==> src/rtl/mdrop_pkg.sv <==
package mdrop_pkg;
  typedef enum logic [1:0] {RX_IDLE, RX_START, RX_BITS} rx_state_e;

  function automatic logic maj3(input logic [2:0] s);
    return (s[0] & s[1]) | (s[0] & s[2]) | (s[1] & s[2]);
  endfunction
endpackage

==> src/rtl/mdrop_rx_sampler.sv <==
module mdrop_rx_sampler #(
  parameter int SYNC_STAGES = 2
) (
  input  logic clk_i,
  input  logic rst_ni,
  input  logic rx_i,
  input  logic tick_i,
  output logic line_o,
  output logic vote_o
);
  logic [SYNC_STAGES-1:0] sync_q;
  logic [2:0]             hist_q;

  always_ff @(posedge clk_i or negedge rst_ni) begin
    if (!rst_ni) sync_q <= '1;
    else         sync_q <= {sync_q[SYNC_STAGES-2:0], rx_i};
  end

  assign line_o = sync_q[SYNC_STAGES-1];

  always_ff @(posedge clk_i or negedge rst_ni) begin
    if (!rst_ni)     hist_q <= '1;
    else if (tick_i) hist_q <= {hist_q[1:0], line_o};
  end

  assign vote_o = mdrop_pkg::maj3(hist_q);
endmodule

==> src/rtl/mdrop_rx_framer.sv <==
module mdrop_rx_framer
  import mdrop_pkg::*;
#(
  parameter int DATA_W = 8,
  parameter int OSR    = 16
) (
  input  logic              clk_i,
  input  logic              rst_ni,
  input  logic              tick_i,
  input  logic              line_i,
  input  logic              vote_i,
  input  logic              en_i,
  output logic              busy_o,
  output logic              done_o,
  output logic [DATA_W-1:0] data_o,
  output logic              addr_o,
  output logic              stop_o
);
  localparam int SH_W = DATA_W + 1;
  localparam int TCW  = $clog2(OSR);
  localparam int BCW  = $clog2(SH_W + 1);
  localparam logic [TCW-1:0] T_HALF = TCW'(OSR / 2 - 1);
  localparam logic [TCW-1:0] T_LAST = TCW'(OSR - 1);
  localparam logic [BCW-1:0] B_STOP = BCW'(SH_W);

  rx_state_e       state_q;
  logic [TCW-1:0]  tcnt_q;
  logic [BCW-1:0]  bcnt_q;
  logic [SH_W-1:0] sh_q;
  logic            done_q, stop_q;

  always_ff @(posedge clk_i or negedge rst_ni) begin
    if (!rst_ni) begin
      state_q <= RX_IDLE;
      tcnt_q  <= '0;
      bcnt_q  <= '0;
      sh_q    <= '0;
      done_q  <= 1'b0;
      stop_q  <= 1'b1;
    end else begin
      done_q <= 1'b0;
      if (tick_i) begin
        unique case (state_q)
          RX_IDLE: if (!line_i && en_i) begin
            state_q <= RX_START;
            tcnt_q  <= '0;
          end
          RX_START: begin
            if (tcnt_q == T_HALF) begin
              if (vote_i) state_q <= RX_IDLE;  // false start
              else begin
                state_q <= RX_BITS;
                tcnt_q  <= '0;
                bcnt_q  <= '0;
              end
            end else tcnt_q <= tcnt_q + 1'b1;
          end
          RX_BITS: begin
            if (tcnt_q == T_LAST) begin
              tcnt_q <= '0;
              if (bcnt_q == B_STOP) begin
                done_q  <= 1'b1;
                stop_q  <= vote_i;
                state_q <= RX_IDLE;
              end else begin
                sh_q   <= {vote_i, sh_q[SH_W-1:1]};
                bcnt_q <= bcnt_q + 1'b1;
              end
            end else tcnt_q <= tcnt_q + 1'b1;
          end
          default: state_q <= RX_IDLE;
        endcase
      end
    end
  end

  assign busy_o = (state_q != RX_IDLE);
  assign done_o = done_q;
  assign data_o = sh_q[DATA_W-1:0];
  assign addr_o = sh_q[SH_W-1];
  assign stop_o = stop_q;
endmodule

==> src/rtl/mdrop_idle_det.sv <==
module mdrop_idle_det #(
  parameter int LIMIT = 176
) (
  input  logic clk_i,
  input  logic rst_ni,
  input  logic tick_i,
  input  logic line_i,
  input  logic busy_i,
  output logic idle_o
);
  localparam int CW = $clog2(LIMIT + 1);
  localparam logic [CW-1:0] C_MAX  = CW'(LIMIT);
  localparam logic [CW-1:0] C_NEAR = CW'(LIMIT - 1);

  logic [CW-1:0] cnt_q;
  logic          idle_q;

  always_ff @(posedge clk_i or negedge rst_ni) begin
    if (!rst_ni) begin
      cnt_q  <= '0;
      idle_q <= 1'b0;
    end else begin
      idle_q <= 1'b0;
      if (busy_i || !line_i) cnt_q <= '0;
      else if (tick_i && cnt_q != C_MAX) begin
        cnt_q <= cnt_q + 1'b1;
        if (cnt_q == C_NEAR) idle_q <= 1'b1;
      end
    end
  end

  assign idle_o = idle_q;
endmodule

==> src/rtl/mdrop_wake_ctrl.sv <==
module mdrop_wake_ctrl (
  input  logic clk_i,
  input  logic rst_ni,
  input  logic soft_rst_i,
  input  logic set_i,
  input  logic clr_i,
  input  logic hw_wake_i,
  output logic sleep_o
);
  logic sleep_q;

  always_ff @(posedge clk_i or negedge rst_ni) begin
    if (!rst_ni)                 sleep_q <= 1'b0;
    else if (soft_rst_i)         sleep_q <= 1'b0;
    else if (set_i)              sleep_q <= 1'b1;
    else if (clr_i || hw_wake_i) sleep_q <= 1'b0;
  end

  assign sleep_o = sleep_q;
endmodule

==> src/rtl/mdrop_rx.sv <==
module mdrop_rx #(
  parameter int DATA_W      = 8,
  parameter int OSR         = 16,
  parameter int SYNC_STAGES = 2,
  parameter int IDLE_BITS   = DATA_W + 3
) (
  input  logic              clk_i,
  input  logic              rst_ni,
  input  logic              soft_rst_i,
  input  logic              tick_i,
  input  logic              rx_i,
  input  logic              rx_en_i,
  input  logic              wake_sel_i,
  input  logic              sync_mode_i,
  input  logic              sleep_set_i,
  input  logic              sleep_clr_i,
  input  logic              irq_en_i,
  input  logic              rd_i,
  output logic [DATA_W-1:0] data_o,
  output logic              addr_o,
  output logic              ready_o,
  output logic              fe_o,
  output logic              ovr_o,
  output logic              sleep_o,
  output logic              irq_o
);
  localparam int IDLE_TICKS = IDLE_BITS * OSR;

  logic              line, vote, busy;
  logic              frame_done, frame_addr, frame_stop;
  logic [DATA_W-1:0] frame_data;
  logic              idle_pulse, sleep_q;
  logic              sleeping, hw_wake, accept, ready_held;
  logic [DATA_W-1:0] data_q;
  logic              addr_q, ready_q, fe_q, ovr_q;

  mdrop_rx_sampler #(.SYNC_STAGES(SYNC_STAGES)) i_sampler (
    .clk_i, .rst_ni, .rx_i, .tick_i, .line_o(line), .vote_o(vote)
  );

  mdrop_rx_framer #(.DATA_W(DATA_W), .OSR(OSR)) i_framer (
    .clk_i, .rst_ni, .tick_i, .line_i(line), .vote_i(vote), .en_i(rx_en_i),
    .busy_o(busy), .done_o(frame_done), .data_o(frame_data),
    .addr_o(frame_addr), .stop_o(frame_stop)
  );

  mdrop_idle_det #(.LIMIT(IDLE_TICKS)) i_idle (
    .clk_i, .rst_ni, .tick_i, .line_i(line), .busy_i(busy), .idle_o(idle_pulse)
  );

  assign sleeping = sleep_q & ~sync_mode_i;
  assign hw_wake  = sleeping & (wake_sel_i ? (frame_done & frame_addr) : idle_pulse);

  mdrop_wake_ctrl i_wake (
    .clk_i, .rst_ni, .soft_rst_i, .set_i(sleep_set_i), .clr_i(sleep_clr_i),
    .hw_wake_i(hw_wake), .sleep_o(sleep_q)
  );

  // waking address frame is delivered, other frames are dropped while asleep
  assign accept     = frame_done & (~sleeping | (wake_sel_i & frame_addr));
  assign ready_held = ready_q & ~rd_i;

  always_ff @(posedge clk_i or negedge rst_ni) begin
    if (!rst_ni) begin
      data_q  <= '0;
      addr_q  <= 1'b0;
      ready_q <= 1'b0;
      fe_q    <= 1'b0;
      ovr_q   <= 1'b0;
    end else begin
      if (rd_i) begin
        ready_q <= 1'b0;
        fe_q    <= 1'b0;
        ovr_q   <= 1'b0;
      end
      if (accept) begin
        if (ready_held) ovr_q <= 1'b1;
        else begin
          data_q  <= frame_data;
          addr_q  <= frame_addr;
          ready_q <= 1'b1;
          fe_q    <= ~frame_stop;
        end
      end
    end
  end

  assign data_o  = data_q;
  assign addr_o  = addr_q;
  assign ready_o = ready_q;
  assign fe_o    = fe_q;
  assign ovr_o   = ovr_q;
  assign sleep_o = sleep_q;
  assign irq_o   = ready_q & irq_en_i;
endmodule

==> config.mk <==
export PLATFORM = sky130hd
export DESIGN_NAME = mdrop_rx
export DESIGN_NICKNAME = d
export VERILOG_FILES = /design/src/rtl/mdrop_pkg.sv /design/src/rtl/mdrop_rx_sampler.sv /design/src/rtl/mdrop_rx_framer.sv /design/src/rtl/mdrop_idle_det.sv /design/src/rtl/mdrop_wake_ctrl.sv /design/src/rtl/mdrop_rx.sv
export SDC_FILE = /design/constraint.sdc
export NUM_CORES = 1
export LEC_CHECK = 0
export BUFFER_PORTS_ARGS = -buffer_cell sky130_fd_sc_hd__buf_2
export CORE_UTILIZATION = 30
export DETAILED_ROUTE_END_ITERATION = 8
export PLACE_DENSITY = 0.54
export SLEW_MARGIN = 20
export SYNTH_ARGS = -nofsm -noshare
export SYNTH_HDL_FRONTEND = slang
export SYNTH_SLANG_ARGS = --single-unit
==> constraint.sdc <==
create_clock -name clk_i -period 3.83 [get_ports clk_i]
set_input_delay 0.5745 -clock clk_i [delete_from_list [all_inputs] [get_ports clk_i]]
set_output_delay 0.5745 -clock clk_i [all_outputs]
set_load 0.03 [all_outputs]
==> impl_metrics.yaml <==
worst_setup_path:
  crit_fanout: 9
  reg2reg_slack_ns: 1.81
  r2r_start: "i_framer.state_q[0]$_DFFE_PN0P_"
  endpoint_kind: "register"
  crit_slowest_cell: "dfrtp_1"
  worst-setup-path-type: "reg -> reg"
  rr_endpoint: "i_framer.sh_q[0]$_DFFE_PN0P_"
  cpPeakStageDelay_ns: 0.42
  required_ns: 4.02
  ff2ff_path_depth: 6
  setup.worst_path.start_class: "register"
  cp_data_arrival_time_ns: 2.21
  cp_cell_sequence: "inv_1 -> ha_1 -> nand2_1 -> or3_4 -> nor2b_4 -> mux2_4"
sta:
  relSlewSlack_pct: 60.6
  setup_ws_ns: 1.81
  finalCritPeriodShare_pct: 52.8
  setup_viol_count_final: 0
  fin_worst_hold_slack_ns: 0.270
  rsz0062_at_grt: "no"
  period_minus_slack_ns: 2.02
  timing_hold_violations_final: 0
  worst_pin_slew_ns: 0.591
  setup_tns_ns: 0
  finClkSkew_ns: 0.00986
  clock.fmax_mhz: 494
  slew_viol_final: 0
yosys:
  async_flop_share_pct: 100
  synth_adder_area_share_pct: 5.31
  yosys.area_share.xor_xnor_pct: 1.88
  netlist.area_leader.share_pct: 45.1
  ys_ff_latch: 48
  syn_nets: 213
  syn_area_um2: 2330
  yosys.area.top_type: "dfrtp_1"
  syn_area_per_cell_um2: 12.1
  yosysWarnings: 0
  yosysSeqAreaShare_pct: 51.9
  yosys.area_share.simple_pct: 15.2
  netlist_instances: 192
  ys_types: 52
  synth_top_family_by_area: "simple AND/OR/NAND/NOR gates"
  synth_area_leaders: "dfrtp_1 (45%), mux2_1 (7.7%), dfstp_2 (6.8%)"
  synth_edf_count: 0
  synth_mux_area_share_pct: 14.4
  synth-compound-area-share_pct: 8.21
  synthFlopType: "dfrtp_1"
clock_network:
  cts_tree: "done"
  cts_root_buffer: "clkbuf_8"
  cts_buffer_depth: 2
  clk_latency_ns: 0.30
  cts_sinks: 48
  post_cts_buffers: 0
  h-tree-depth: 2
  cts_resized: 0
  clk_pin_slew_ns: 0.10
  numCtsBuffers: 5
  holdBufCountCts: 0
grt:
  track_usage_pct: 10.2
  grt_max_degree: 49
  antenna_found_initial: 0
  grt_pass1_vias: 1435
  grt_overflow_total: 0
  grt_pass1_wl_um: 6670
drt:
  wl_per_cell_um: 12.1
  vias: 1485
  drcViolationCount: 0
  wl_um: 3890
  dr.pass1.iters: 3
  vias_per_cell: 4.63
  drtIter0Drc: 43
  ant_nets: 0
placement:
  place_ws_ns: 1.78
  globalplace.congestion: 0.729
  dp_hpwl_um: 2820
  port_buffers: 25
cells_and_area:
  diodes: 0
  drive_gt1_share_pct: 25.7
  mostFrequentLayoutCells: "dfrtp_1 (42), buf_2 (24), mux2_1 (16), nor2_1 (13), inv_1 (11)"
  fin_util_pct: 36.5
  final_nets: 242
  mostFrequentLayoutCell: "dfrtp_1"
  area_growth_syn_to_layout_pct: 15.5
floorplan:
  die_h_um: 90.1
  core_um2: 7370
  placementRows: 31
  io_pins: 26
  die_w_um: 90.1
  die-area_um2: 8130
  start_util_pct: 31.6
outcome:
  status: "completed"
pwr:
  ir_worst_vdd_uv: 176
  power_mw: 1.33
  leakage_nw: 1.29
  power-per-cell-area_nw_per_um2: 494
flow_run:
  cap_violations: 0
min_path:
  hp-class: "in -> async"
metrics by stage:
stage / std cells / cell area (um2)
after global routing: 321 / 2690
after detailed placement: 313 / 2550
after CTS: 321 / 2690
final: 321 / 2690
after global placement: 313 / 2550
after floorplan: 192 / 2330
state kept, by name, summed over array words and instances, names as in the netlist:
signal / count
i_framer.sh_q: 9
data_o: 8
i_idle.cnt_q: 8
i_framer.bcnt_q: 4
i_framer.tcnt_q: 4
i_sampler.hist_q: 3
i_framer.state_q: 2
i_sampler.sync_q: 2
addr_o: 1
fe_o: 1
i_framer.done_o: 1
i_framer.stop_o: 1
i_idle.idle_o: 1
i_wake.sleep_o: 1
ovr_o: 1
ready_o: 1
per-layer routing:
layer	GRT usage [%]	part of all wire (%)	vias up
li1	-	-	742
met1	13.4	50	712
met2	16.3	45	27
met3	3.05	3.9	4
met4	2.82	0.90	0
met5	0	0	-
how the worst max path moves through the flow:
stage,slack (ns),end,startpoint,cells after the start
final,1.81,i_framer.sh_q[0]$_DFFE_PN0P_,i_framer.state_q[0]$_DFFE_PN0P_,6
after global routing,1.74,i_framer.sh_q[0]$_DFFE_PN0P_,i_framer.state_q[0]$_DFFE_PN0P_,6
after CTS,1.81,i_framer.sh_q[3]$_DFFE_PN0P_,i_framer.state_q[0]$_DFFE_PN0P_,6
after detailed placement,1.78,i_framer.sh_q[3]$_DFFE_PN0P_,tick_i,5
after global placement,1.81,i_framer.sh_q[5]$_DFFE_PN0P_,tick_i,5
after floorplan,2.00,i_framer.sh_q[0]$_DFFE_PN0P_,tick_i,6
cell families after synthesis:
family | Yosys count
AO/OA/AOI/OAI | 26
flip-flops | 48
adder cells (fa/ha/maj) | 10
XOR/XNOR | 5
AND/OR/NAND/NOR | 61
buffers and inverters | 15
multiplexers | 27
synth_stat cells, types with 2 or more instances:
cell / n
a211o_1: 2
a21oi_1: 2
a31oi_1: 3
and3_1: 5
and4b_1: 2
dfrtp_1: 42
dfstp_2: 6
ha_1: 9
inv_1: 11
mux2_1: 16
mux2_4: 9
nand2_1: 7
nand2b_1: 4
nand3_1: 10
nand3b_1: 2
nand4_1: 2
nor2_1: 13
nor2b_1: 2
o21ai_0: 2
o21ai_1: 7
or2_1: 2
xnor2_1: 2
xor2_1: 3
worst max-delay path: cells and delay by family, from the launching register on:
family	cells	cell delay, ns
flops	1	0.42
buf+inv	1	0.09
simple gates	3	0.76
fa+ha+maj	1	0.30
mux	1	0.33
cell type report:
class | count | area (um2)
clock buffers | 5 | 68.8
well taps | 99 | 124
flip-flops and latches | 48 | 1210
inverters | 12 | 45.0
repair buffers | 25 | 128
multi-input cells | 129 | 1050
fillers | 728 | 4680
clock inverters | 3 | 68.8
power by group:
| part | internal [mW] | switching (mW) |
|---|---|---|
| registers | 0.553 | 0.0417 |
| logic | 0.115 | 0.182 |
| clock network | 0.263 | 0.177 |
Note: power is estimated with default switching activity, not from simulation.
